### src/rtl/dcs_pkg.sv
package dcs_pkg;
  typedef enum logic [1:0] {
    SPD_NORMAL = 2'd0,
    SPD_DOUBLE = 2'd1,
    SPD_QUAD   = 2'd2
  } speed_e;

  typedef enum logic [1:0] {
    ST_RESET,
    ST_DIGWAIT,
    ST_SETTLE,
    ST_RUN
  } seq_state_e;

  typedef struct packed {
    logic   legal;
    speed_e mode;
  } ratio_class_t;

  localparam int unsigned MAX_RATIO = 1152;

  function automatic ratio_class_t classify_ratio(input logic [31:0] r);
    ratio_class_t c;
    c.legal = 1'b1;
    c.mode  = SPD_NORMAL;
    case (r)
      32'd512, 32'd768, 32'd1152: c.mode = SPD_NORMAL;
      32'd256, 32'd384:           c.mode = SPD_DOUBLE;
      32'd128, 32'd192:           c.mode = SPD_QUAD;
      default:                    c.legal = 1'b0;
    endcase
    return c;
  endfunction
endpackage

### src/rtl/dcs_clk_monitor.sv
module dcs_clk_monitor #(
  parameter int unsigned MCLK_TO = 64
) (
  input  logic clk,
  input  logic rst_n,
  input  logic mclk_sync,
  input  logic fclk_sync,
  output logic mclk_rise,
  output logic frame_rise,
  output logic mclk_lost
);
  localparam int unsigned TO_W = $clog2(MCLK_TO + 1);
  localparam logic [TO_W-1:0] TO_LAST = TO_W'(MCLK_TO - 1);

  logic            mclk_d, fclk_d;
  logic [TO_W-1:0] idle;

  assign mclk_rise  = mclk_sync & ~mclk_d;
  assign frame_rise = fclk_sync & ~fclk_d;

  always_ff @(posedge clk or negedge rst_n) begin
    if (!rst_n) begin
      mclk_d    <= 1'b0;
      fclk_d    <= 1'b0;
      idle      <= '0;
      mclk_lost <= 1'b1;
    end else begin
      mclk_d <= mclk_sync;
      fclk_d <= fclk_sync;
      if (mclk_rise) begin
        idle      <= '0;
        mclk_lost <= 1'b0;
      end else if (idle == TO_LAST) begin
        mclk_lost <= 1'b1;
      end else begin
        idle <= idle + 1'b1;
      end
    end
  end
endmodule

### src/rtl/dcs_ratio_meter.sv
module dcs_ratio_meter
  import dcs_pkg::*;
#(
  parameter int unsigned LOSS_FRAMES = 2048
) (
  input  logic   clk,
  input  logic   rst_n,
  input  logic   clr,
  input  logic   mclk_rise,
  input  logic   frame_rise,
  output logic   evt_o,
  output logic   legal_o,
  output logic   conf_o,
  output speed_e mode_o,
  output logic   frame_lost
);
  localparam int unsigned CNT_W   = $clog2(LOSS_FRAMES * MAX_RATIO + 2);
  localparam int unsigned RATIO_W = $clog2(MAX_RATIO + 1);
  localparam logic [CNT_W-1:0] CNT_MAX = '1;
  localparam logic [CNT_W-1:0] LOSS_K  = CNT_W'(LOSS_FRAMES);

  logic [CNT_W-1:0]   cnt, cnt_inc, hist, loss_lim;
  logic [RATIO_W-1:0] lock_ratio;
  logic               started, hist_valid, match;
  ratio_class_t       cls;

  always_comb begin
    if (cnt == CNT_MAX) cnt_inc = cnt;
    else                cnt_inc = cnt + CNT_W'(mclk_rise);
  end

  assign cls        = classify_ratio(32'(cnt_inc));
  assign match      = cls.legal && hist_valid && (hist == cnt_inc);
  assign loss_lim   = LOSS_K * CNT_W'(lock_ratio);
  assign frame_lost = cnt > loss_lim;

  always_ff @(posedge clk or negedge rst_n) begin
    if (!rst_n) begin
      cnt        <= '0;
      hist       <= '0;
      hist_valid <= 1'b0;
      started    <= 1'b0;
      lock_ratio <= '0;
      evt_o      <= 1'b0;
      legal_o    <= 1'b0;
      conf_o     <= 1'b0;
      mode_o     <= SPD_NORMAL;
    end else if (clr && !mclk_rise) begin
      cnt        <= '0;
      hist_valid <= 1'b0;
      started    <= 1'b0;
      evt_o      <= 1'b0;
    end else begin
      evt_o <= frame_rise && started;
      if (frame_rise) begin
        cnt     <= '0;
        started <= 1'b1;
        if (started) begin
          legal_o    <= cls.legal;
          mode_o     <= cls.mode;
          conf_o     <= match;
          hist       <= cnt_inc;
          hist_valid <= cls.legal;
          if (match) lock_ratio <= RATIO_W'(cnt_inc);
        end
      end else begin
        cnt <= cnt_inc;
      end
    end
  end
endmodule

### src/rtl/dcs_sequencer.sv
module dcs_sequencer
  import dcs_pkg::*;
#(
  parameter int unsigned SETTLE_BASE = 1024,
  parameter int unsigned DIG_FRAMES  = 2
) (
  input  logic   clk,
  input  logic   rst_n,
  input  logic   mclk_lost,
  input  logic   frame_lost,
  input  logic   evt,
  input  logic   legal,
  input  logic   conf,
  input  speed_e mode_in,
  output speed_e speed,
  output logic   dig_en,
  output logic   out_valid,
  output logic   deemph_ok
);
  localparam int unsigned FC_W = $clog2(SETTLE_BASE / 4 + DIG_FRAMES + 1);
  localparam logic [FC_W-1:0] DIG_LAST = FC_W'(DIG_FRAMES - 1);

  seq_state_e      state;
  logic [FC_W-1:0] fc, settle_last;

  always_comb begin
    case (speed)
      SPD_NORMAL: settle_last = FC_W'(SETTLE_BASE / 16) - FC_W'(1);
      SPD_DOUBLE: settle_last = FC_W'(SETTLE_BASE / 8) - FC_W'(1);
      default:    settle_last = FC_W'(SETTLE_BASE / 4) - FC_W'(1);
    endcase
  end

  always_ff @(posedge clk or negedge rst_n) begin
    if (!rst_n) begin
      state <= ST_RESET;
      fc    <= '0;
      speed <= SPD_NORMAL;
    end else if (mclk_lost || frame_lost) begin
      state <= ST_RESET;
      fc    <= '0;
    end else if (evt) begin
      if (!legal) begin
        state <= ST_RESET;
        fc    <= '0;
      end else if (conf && (state == ST_RESET || mode_in != speed)) begin
        speed <= mode_in;
        state <= ST_DIGWAIT;
        fc    <= '0;
      end else begin
        case (state)
          ST_DIGWAIT: begin
            if (fc == DIG_LAST) begin
              state <= ST_SETTLE;
              fc    <= '0;
            end else fc <= fc + 1'b1;
          end
          ST_SETTLE: begin
            if (fc == settle_last) begin
              state <= ST_RUN;
              fc    <= '0;
            end else fc <= fc + 1'b1;
          end
          default: ;
        endcase
      end
    end
  end

  assign dig_en    = (state == ST_SETTLE) || (state == ST_RUN);
  assign out_valid = (state == ST_RUN);
  assign deemph_ok = dig_en && (speed == SPD_NORMAL);

  p_mclk_loss_r8: assert property (@(posedge clk) disable iff (!rst_n)
    mclk_lost |=> !dig_en);
  p_frame_loss_r7: assert property (@(posedge clk) disable iff (!rst_n)
    frame_lost |=> !dig_en);
  p_illegal_drop_r6: assert property (@(posedge clk) disable iff (!rst_n)
    (evt && !legal) |=> !dig_en);
  p_dig_on_frame_r9: assert property (@(posedge clk) disable iff (!rst_n)
    $rose(dig_en) |-> $past(evt));
  p_valid_on_frame_r10: assert property (@(posedge clk) disable iff (!rst_n)
    $rose(out_valid) |-> $past(evt));
  p_mode_hold_r12: assert property (@(posedge clk) disable iff (!rst_n)
    (dig_en && $past(dig_en)) |-> $stable(speed));
endmodule

### src/rtl/dac_clock_supervisor.sv
module dac_clock_supervisor
  import dcs_pkg::*;
#(
  parameter int unsigned MCLK_TO     = 64,
  parameter int unsigned LOSS_FRAMES = 2048,
  parameter int unsigned SETTLE_BASE = 1024,
  parameter int unsigned DIG_FRAMES  = 2
) (
  input  logic       clk,
  input  logic       rst_n,
  input  logic       mclk_sync,
  input  logic       fclk_sync,
  output logic [1:0] speed_mode,
  output logic       dig_enable,
  output logic       out_valid,
  output logic       deemph_allow
);
  logic   mclk_rise, frame_rise, mclk_lost, frame_lost;
  logic   evt, legal, conf;
  speed_e meas_mode, speed;

  dcs_clk_monitor #(.MCLK_TO(MCLK_TO)) u_mon (
    .clk        (clk),
    .rst_n      (rst_n),
    .mclk_sync  (mclk_sync),
    .fclk_sync  (fclk_sync),
    .mclk_rise  (mclk_rise),
    .frame_rise (frame_rise),
    .mclk_lost  (mclk_lost)
  );

  dcs_ratio_meter #(.LOSS_FRAMES(LOSS_FRAMES)) u_meter (
    .clk        (clk),
    .rst_n      (rst_n),
    .clr        (mclk_lost),
    .mclk_rise  (mclk_rise),
    .frame_rise (frame_rise),
    .evt_o      (evt),
    .legal_o    (legal),
    .conf_o     (conf),
    .mode_o     (meas_mode),
    .frame_lost (frame_lost)
  );

  dcs_sequencer #(.SETTLE_BASE(SETTLE_BASE), .DIG_FRAMES(DIG_FRAMES)) u_seq (
    .clk        (clk),
    .rst_n      (rst_n),
    .mclk_lost  (mclk_lost),
    .frame_lost (frame_lost),
    .evt        (evt),
    .legal      (legal),
    .conf       (conf),
    .mode_in    (meas_mode),
    .speed      (speed),
    .dig_en     (dig_enable),
    .out_valid  (out_valid),
    .deemph_ok  (deemph_allow)
  );

  assign speed_mode = speed;
endmodule

### config.mk
export PLATFORM = sky130hd
export DESIGN_NAME = dac_clock_supervisor
export DESIGN_NICKNAME = d
export VERILOG_FILES = /design/src/rtl/dcs_pkg.sv /design/src/rtl/dcs_clk_monitor.sv /design/src/rtl/dcs_ratio_meter.sv /design/src/rtl/dcs_sequencer.sv /design/src/rtl/dac_clock_supervisor.sv
export SDC_FILE = /design/constraint.sdc
export NUM_CORES = 1
export LEC_CHECK = 0
export CAP_MARGIN = 20
export CORE_ASPECT_RATIO = 1.25
export CORE_UTILIZATION = 45
export DETAILED_ROUTE_END_ITERATION = 12
export SETUP_SLACK_MARGIN = 0.02
export SLEW_MARGIN = 40
export SYNTH_ARGS = -nofsm -noshare
export SYNTH_HDL_FRONTEND = slang
export SYNTH_HIERARCHICAL = 1
export SYNTH_SLANG_ARGS = --single-unit
### constraint.sdc
create_clock -name clk -period 11.7 [get_ports clk]
set_clock_uncertainty 0.15 [all_clocks]
set_input_delay 2.925 -clock clk [delete_from_list [all_inputs] [get_ports clk]]
set_output_delay 2.925 -clock clk [all_outputs]
set_load 0.005 [all_outputs]
==> results of run 1 <==
==> sequential cells by signal, indices dropped and copies added, names as in the netlist <==
signal	flops
u_meter/hist_valid	1
u_meter/started	1
u_seq/state	2
u_mon/mclk_d	1
u_seq/speed	2
u_meter/cnt	22
u_seq/fc	9
u_meter/mode_o	2
u_mon/mclk_lost	1
u_meter/lock_ratio	11
u_mon/idle	7
u_meter/conf_o	1
u_meter/legal_o	1
u_meter/evt_o	1
u_meter/hist	22
u_mon/fclk_d	1
==> power by group through the flow <==
stage	Clock (uW)	Sequential (uW)	Combinational [uW]
CTS	284	318	55.7
global route	295	319	62.6
detailed placement	0	324	55.6
finish	276	318	55.4
floorplan	0	317	38.9
global placement	0	323	54.8
==> metrics by stage <==
| step | cells | utilization [%] |
|---|---|---|
| floorplan | 613 | - |
| global placement | 750 | 47.56 |
| detailed placement | 750 | 47.58 |
| CTS | 766 | 50.02 |
| global route | 766 | 50.02 |
| finish | 766 | 50.02 |
==> cell usage after synthesis, drive strengths merged, types with 6 or more instances <==
cell and instances:
inv 20, and2 12, nand2b 11, nand2 63, xor2 15, a21oi 21, mux2i 7, ha 16
o211ai 8, and4 6, o21a 6, o31ai 11, or2 6, nor3 11, nor2 60, nor4 14
nor2b 9, clkbuf 24, buf 12, nand3 29, nand4 19, o21ai 43, dfrtp 84, and3 6
xnor2 27
==> placed cells by master (no fill, tap or decap), types with 4 or more instances in the layout <==
cell type        netlist  final
clkdlybuf4s50_1        0      7
nand2_1               63     63
dfrtp_1               84     84
or2_2                  4      4
nor2b_1                9      9
buf_4                  1      5
nand2b_1              11     10
a31oi_1                4      4
a21oi_1               20     20
ha_1                  16     16
nor2_1                60     60
o211ai_1               7      7
o22ai_1                5      5
a2bb2oi_1              5      5
nor3_1                11     11
or3_1                  4      4
nand4_1               18     18
clkbuf_16              0      9
or4_1                  5      5
o31ai_1                5      5
nor4b_1                5      5
nand3_1               27     27
inv_1                 20     20
o21a_1                 6      6
and2_1                12     12
xnor2_1               27     27
and4_1                 6      6
o31ai_2                4      4
mux2i_1                7      7
and3_1                 5      5
nor4_1                13     13
o21ai_0               40     40
xor2_1                14     14
==> layer usage <==
metal  vias to the layer above  GRT usage (%)  wire [um]
met4                         0          10.40        532
li1                       2175              -          -
met1                      2252          30.26       6146
met2                       118          44.22       7617
met3                        34          4.097        546
met5                         -              0          0
==> cells by family after synthesis <==
family                     after synthesis  synth area share, %
muxes                                   10                1.920
DFF                                     85                39.36
buffers and inverters                   56                4.465
adders and majority gates               16                3.702
xor gates and xnor gates                43                7.358
and+or+nand+nor                        270                26.10
AOI/OAI and AO/OA                      133                17.10
==> worst max-delay path: cells and delay by family <==
kind	cells	cell delay, ns
and+or+nand+nor	7	2.27
xor gates and xnor gates	1	0.31
AOI/OAI and AO/OA	2	0.49
buffers and inverters	2	0.71
adders and majority gates	2	0.75
==> final cells by class <==
type / count / area (um2)
fillers: 1118 / 5833
multi-input cells: 472 / 3040
flip-flops and latches: 85 / 2128
clock buffers: 11 / 242.7
well taps: 161 / 201.4
repair buffers: 12 / 107.6
inverters: 20 / 75.07
clock inverters: 5 / 42.54
==> worst max-delay path by stage <==
stage / startpoint / end
after CTS: mclk_sync / u_meter/lock_ratio[5]$_DFFE_PN0P_
after detailed placement: mclk_sync / u_meter/lock_ratio[1]$_DFFE_PN0P_
final: mclk_sync / u_meter/lock_ratio[2]$_DFFE_PN0P_
after floorplan: mclk_sync / u_meter/lock_ratio[0]$_DFFE_PN0P_
after global placement: mclk_sync / u_meter/lock_ratio[3]$_DFFE_PN0P_
after global routing: mclk_sync / u_meter/lock_ratio[2]$_DFFE_PN0P_
==> reports/metrics.csv, run 1 <==
metric;value;unit
wirelength;14840;um
r2r_slack;6.95;ns
cts_tree;done;
min_path_type;flop to flop;
route.antenna.remaining_nets;0;
n_antenna_cell;0;
tns;0;ns
pre_cts_slack;3.942;ns
drive_gt1_share;7.273;%
leakagePower;0.002431;uW
crit_type;primary input to flop;
hold_viol;0;
outcome;complete, no violations;
syn_avg_cell_area;8.822;um2
io_pins;9;
setup_viol;0;
cts_setup_buffers;0;
maxCapViolCount;0;
gp_congestion;0.9866;
swShare;26.59;%
grt_max_degree;56;
total_power;649.6;uW
whs_endpoint;u_meter/lock_ratio[5]$_DFFE_PN0P_;
antenna_found_initial;0;
yosysUniqueCellTypes;72;
clkTransAtPathRegs;0.06;ns
cts_root_buf;clkbuf_16;
min_period;7.373;ns
min-delay-start;u_meter/lock_ratio[5]$_DFFE_PN0P_;
cts_buffers;9;
net-switching-power;172.7;uW
synth_edf_count;0;
cts_sinks;85;
r2r-end;u_meter/lock_ratio[2]$_DFFE_PN0P_;
synth_top_area_share;38.87;%
cp-start-kind;primary input;
synthCells;613;
synth.largest_area_cell;dfrtp_1;
hold_depth;1;
synthFlopType;dfrtp_1;
first_global_vias;4480;
post_dp_cell_area;5553;um2
cts_resized;0;
fin_area;5838;um2
die_x;100.1;um
drtPass1Iterations;7;
end_kind;flop;
io_buffers;8;
r2r-start;u_mon/mclk_d$_DFF_PN0_;
grt-ovfl-total;0;
hpwl;11020;um
netlist_area;5408;um2
async_flop_share;100.0;%
grt_pass1_wl;24150;um
maxSlewViolCount;0;
cts_max_level;3;
arrival;7.45;ns
crit_path_max_incr_delay;0.52;ns
synth_fp_nets;633;
drt_iter0_markers;299;
tightestPinTransition;0.7429;ns
drc_errors;0;
grtUsageTotal;25.20;%
core-area;11670;um2
die-area;12460;um2
wl_per_cell;19.37;um
fmax;0.1356;GHz
crit_slowest_cell;or4_1;
power_frac_seq;49.0;%
seq_area_frac_synth;39.36;%
r2r.worst_path.cells;13;
worst_slack;4.327;ns
fin_hold_ws;0.3414;ns
fin_crit_sh;63.02;%
fp.dieH;124.6;um
combPwrFrac;8.5;%
powerDensity;111.3;nW/um2
cpMostUsedCell;ha_1;
rows;44;
nets;620;
synth_seq_cells;85;
vias;4579;
start_util;46.33;%
cp_cell_sequence;clkdlybuf4s50_1 -> nand2b_1 -> inv_1 -> ha_1 -> ha_1 -> nand4_1 -> or2_2 -> a21oi_1 -> xnor3_1 -> o2111ai_1 -> or4_1 -> nor4_2 -> nand4b_1 -> and2_1;
critPathMaxFanout;12;
vdd_ir_drop_max;60.95;uV
syn2layout_area_growth;7.959;%
power.share.clock;42.5;%
clk_latency;0.34;ns
postCtsHoldBufs;0;
viasPerCell;5.978;
ctsLongestPathBuffers;2;
ys_top_cells_by_area;dfrtp_1, nand2_1, xnor2_1, nor2_1, ha_1;
rsz0062_at_grt;false;
p_int;476.9;uW
critPathRequiredTime;11.78;ns
yosys_warnings;6;
slew_headroom;50.02;%
(Power assumes the default switching activity.)
==> run 2, diff against run 1 <==
Clock period 11.7 ns to 7.65 ns, I/O delays scaled along.
==> run 2 against run 1 <==
Effect of this change:
- sequential share of layout area rose by 0.070 points
- worst setup slack got worse by 3.1 ns
- clock power rose by 46%
- worst hold slack got worse by 0.0084 ns
- critical endpoint unchanged
- largest power group unchanged
==> reports/metrics.csv, run 2 (synthesized netlist as in run 1, its figures left out) <==
metric;value;unit
fin_crit_sh;84.29;%
slew_headroom;52.85;%
met1_length;6148;um
hold_depth;1;
rows;44;
rsz0062_at_grt;false;
fp.dieH;124.6;um
io_buffers;8;
syn2layout_area_growth;7.751;%
cp_top_family;simple AND/OR/NAND/NOR gates;
cpMostUsedCell;nand4_1;
critPathRequiredTime;7.72;ns
r2r-end;u_meter/lock_ratio[2]$_DFFE_PN0P_;
outcome;complete, no violations;
powerDensity;167.3;nW/um2
viasPerCell;5.935;
r2r.worst_path.cells;12;
cp-start-kind;primary input;
maxSlewViolCount;0;
maxCapViolCount;0;
crit_path_max_incr_delay;0.55;ns
critPathLaunch;mclk_sync;
grtUsageTotal;25.39;%
grt_pass1_wl;23940;um
vias;4546;
crit_type;primary input to flop;
final_common_cell;dfrtp_1;
crit_slowest_cell;nor3_1;
cts_tree;done;
pre_cts_slack;0.9041;ns
drt_iter0_markers;280;
met2WireLength;7377;um
cts_setup_buffers;0;
antenna_found_initial;0;
postCtsHoldBufs;0;
die_x;100.1;um
gp_congestion;0.9432;
path_depth;13;
cts_root_buf;clkbuf_16;
wl_per_cell;19.46;um
route.antenna.remaining_nets;0;
wirelength;14900;um
critPathMaxFanout;12;
highest_layer;met4;
r2r_slack;2.82;ns
worst_slack;1.202;ns
grt-ovfl-total;0;
end_kind;flop;
tns;0;ns
drc_errors;0;
fmax;0.1551;GHz
tightestPinTransition;0.7007;ns
p_int;715.2;uW
min_path_type;flop to flop;
n_antenna_cell;0;
swShare;26.63;%
cts_max_level;3;
vdd_ir_drop_max;91.35;uV
net-switching-power;259.5;uW
cts_resized;0;
first_global_vias;4465;
layout_common_cells;dfrtp_1, nand2_1, nor2_1;
min_period;6.448;ns
setup_viol;0;
critPathCapture;u_meter/lock_ratio[2]$_DFFE_PN0P_;
timing.critical_path.buf_inv;2;
combPwrFrac;8.6;%
largestRegisters;u_meter/cnt: 22 flops, u_meter/hist: 22 flops, u_meter/lock_ratio: 11 flops;
io_pins;9;
drtPass1Iterations;5;
hpwl;11130;um
power.share.clock;41.3;%
ctsLongestPathBuffers;2;
met3_length;542;um
core-area;11670;um2
cp_cell_sequence;clkdlybuf4s50_1 -> nand2b_1 -> inv_1 -> ha_1 -> nand4_1 -> nor3_1 -> a21oi_1 -> a2111oi_0 -> nand4_1 -> or4_1 -> nor4_2 -> nand4b_1 -> and2_1;
r2r-start;u_mon/mclk_d$_DFF_PN0_;
power_frac_seq;50.0;%
grt_max_degree;56;
drive_gt1_share;7.273;%
final_core_util;49.93;%
clkTransAtPathRegs;0.06;ns
nets;621;
cts_sinks;85;
arrival;6.52;ns
leakagePower;0.002419;uW
hold_viol;0;
clk_latency;0.34;ns
cts_buffers;9;
start_util;46.33;%
die-area;12460;um2
-- run 2: changes by cell type in the layout (fill, tap and decap cells not counted), sizes merged --
cell and change:
inv -2, clkbuf -1, buf +1, clkinvlp +2
-- run 2: how the worst min path moves through the flow --
| stage | from | end |
|---|---|---|
| after global placement | u_meter/lock_ratio[5]$_DFFE_PN0P_ | u_meter/lock_ratio[5]$_DFFE_PN0P_ |
| after global routing | u_meter/lock_ratio[5]$_DFFE_PN0P_ | u_meter/lock_ratio[5]$_DFFE_PN0P_ |
| after floorplan | u_meter/lock_ratio[1]$_DFFE_PN0P_ | u_meter/lock_ratio[1]$_DFFE_PN0P_ |
| final | u_meter/lock_ratio[5]$_DFFE_PN0P_ | u_meter/lock_ratio[5]$_DFFE_PN0P_ |
| after CTS | u_meter/lock_ratio[5]$_DFFE_PN0P_ | u_meter/lock_ratio[5]$_DFFE_PN0P_ |
| after detailed placement | u_meter/lock_ratio[5]$_DFFE_PN0P_ | u_meter/lock_ratio[5]$_DFFE_PN0P_ |
-- run 2: cell type report --
type                    instances  area (um2)
clock buffers                  10       229.0
clock inverters                 5       37.54
fillers                      1169        5844
inverters                      20       75.07
multi-input cells             472        3040
flip-flops and latches         85        2128
well taps                     161       201.4
repair buffers                 13       115.1
-- run 2: power by group through the flow --
stage | clock network, uW | logic [uW] | registers (uW)
global route | 434 | 94.0 | 489
CTS | 415 | 85.4 | 487
global placement | 0 | 84.0 | 495
detailed placement | 0 | 85.2 | 495
floorplan | 0 | 59.5 | 484
finish | 403 | 84.3 | 488
-- run 2: per-stage QoR --
| stage | total power (uW) | hold WS (ns) | std cells | cell area [um2] |
|---|---|---|---|---|
| after floorplan | 544.0 | 0.3036 | 613 | 5408 |
| after global placement | 578.5 | 0.3197 | 751 | 5558 |
| after detailed placement | 580.3 | 0.3231 | 751 | 5560 |
| after CTS | 986.5 | 0.3421 | 766 | 5827 |
| after global routing | 1017 | 0.3647 | 766 | 5827 |
| final | 974.8 | 0.3330 | 766 | 5827 |
-- run 2: metal layers --
layer / vias up / track usage, %
met2: 115 / 42.35
met3: 47 / 3.984
met1: 2209 / 30.80
met5: - / 0
met4: 0 / 14.58
li1: 2175 / -
==> run 3, diff against run 2 <==
Clock period 7.65 ns to 5.97 ns, I/O delays scaled along.
==> run 3 against run 2 <==
Effect of this change:
- cell area increased by 1.4%
- first-iteration DRC count shrank 24%
- utilization rose by 0.69 points
- die area unchanged
- non-clock buffer count increased by 3
- combinational power up 23%
- register-to-register slack got worse by 1.4 ns
==> reports/metrics.csv, run 3 (synthesized netlist as in run 1, its figures left out) <==
metric;value;unit
hold_depth;1;
fin_hold_ws;0.3391;ns
grt_pass1_wl;24210;um
outcome;complete, no violations;
route.antenna.remaining_nets;0;
start_util;46.33;%
rows;44;
postCtsHoldBufs;0;
crit_slowest_cell;clkdlybuf4s50_1;
powerDensity;224.1;nW/um2
ctsLongestPathBuffers;2;
die-area;12460;um2
tns;0;ns
total_power;1324;uW
r2r-end;u_meter/lock_ratio[0]$_DFFE_PN0P_;
min-delay-start;u_meter/lock_ratio[1]$_DFFE_PN0P_;
antenna_found_initial;0;
drive_gt1_share;8.210;%
slew_headroom;49.78;%
vias;4584;
first_global_vias;4561;
maxSlewViolCount;0;
drtPass1Iterations;5;
die_x;100.1;um
n_antenna_cell;0;
final_common_cell;dfrtp_1;
io_pins;9;
min_path_type;flop to flop;
rsz0062_at_grt;false;
tightestPinTransition;0.7464;ns
critPathMaxFanout;12;
clkTransAtPathRegs;0.07;ns
cts_buffers;9;
arrival;5.56;ns
final_core_util;50.61;%
layout_common_cells;dfrtp_1, nand2_1, nor2_1;
cts_resized;0;
cts_max_level;3;
largestRegisters;u_meter/cnt: 22 flops, u_meter/hist: 22 flops, u_meter/lock_ratio: 11 flops;
fmax;0.1823;GHz
vdd_ir_drop_max;169.8;uV
viasPerCell;5.953;
leakagePower;0.002456;uW
crit_path_max_incr_delay;0.48;ns
cts_tree;done;
io_buffers;8;
hold_viol;0;
clk_latency;0.34;ns
whs_endpoint;u_meter/lock_ratio[1]$_DFFE_PN0P_;
cts_setup_buffers;0;
cp-start-kind;primary input;
gp_congestion;0.9367;
end_kind;flop;
maxCapViolCount;0;
cts_sinks;85;
grt-ovfl-total;0;
cp_cell_sequence;clkdlybuf4s50_1 -> nand2b_1 -> inv_1 -> ha_1 -> ha_1 -> nand4_1 -> nor2_1 -> o211ai_1 -> xnor2_1 -> nand4_1 -> or4_1 -> nor4_2 -> nand4b_1 -> buf_4 -> and2_1;
met2_usage;43.81;%
min_period;5.486;ns
top_usage_layer;met2;
hpwl;11030;um
drc_errors;0;
use_met3;3.704;%
grt_max_degree;50;
syn2layout_area_growth;9.232;%
drt_iter0_markers;212;
fp.dieH;124.6;um
fin_crit_sh;91.90;%
grt.met1_usage;31.00;%
setup_viol;0;
wirelength;14780;um
grtUsageTotal;25.24;%
core-area;11670;um2
r2r_slack;1.42;ns
crit_type;primary input to flop;
r2r-start;u_meter/cnt[5]$_DFF_PN0_;
nets;624;
critPathRequiredTime;6.05;ns
r2r.worst_path.cells;11;
wl_per_cell;19.19;um
cts_root_buf;clkbuf_16;
run 3: cell count changes in the layout (fill, tap and decap cells not counted), sizes merged:
cell	delta
inv	+2
bufinv	+1
clkbuf	-1
buf	+3
clkinv	-1
run 3: layout make-up:
cell class	count	area (um2)
clock buffers	9	225.2
well taps	161	201.4
repair buffers	16	137.6
flip-flops and latches	85	2128
inverters	20	75.07
multi-input cells	472	3047
fillers	1137	5764
clock inverters	7	92.59
run 3: worst max-delay path by stage:
stage | start | endpoint | slack (ns) | cells past startpoint
3_3_place_gp | mclk_sync | u_meter/lock_ratio[2]$_DFFE_PN0P_ | 0.26 | 15
4_1_cts | mclk_sync | u_meter/lock_ratio[0]$_DFFE_PN0P_ | 0.50 | 15
6_report | mclk_sync | u_meter/lock_ratio[0]$_DFFE_PN0P_ | 0.48 | 15
2_1_floorplan | mclk_sync | u_meter/lock_ratio[0]$_DFFE_PN0P_ | 1.14 | 15
5_1_grt | mclk_sync | u_meter/lock_ratio[0]$_DFFE_PN0P_ | 0.29 | 15
3_5_place_dp | mclk_sync | u_meter/lock_ratio[0]$_DFFE_PN0P_ | 0.18 | 15
run 3: stage by stage:
stage | worst slack, ns | instances | cell area (um2)
after floorplan | 1.140 | 613 | 5408
after global placement | 0.2573 | 754 | 5580
after detailed placement | 0.1790 | 754 | 5589
after CTS | 0.5023 | 770 | 5907
after global routing | 0.2894 | 770 | 5907
final | 0.4838 | 770 | 5907
run 3: worst max-delay path: cells and delay by family:
family | cells | cell delay (ns)
AND/OR/NAND/NOR | 8 | 1.97
buffers and inverters | 3 | 0.81
adder cells (fa/ha/maj) | 2 | 0.74
XOR/XNOR | 1 | 0.30
AO/OA/AOI/OAI | 1 | 0.24
run 3: layer usage:
layer  up-vias  wire, um
met5         -         0
li1       2198         -
met1      2237      6144
met2       110      7553
met4         0       542
met3        39       537
run 3: where the power goes:
| part | total [uW] | internal [uW] | switching [uW] |
|---|---|---|---|
| clock | 596 | 335 | 261 |
| combinational | 104 | 40.2 | 64.1 |
| sequential | 623 | 595 | 28.5 |
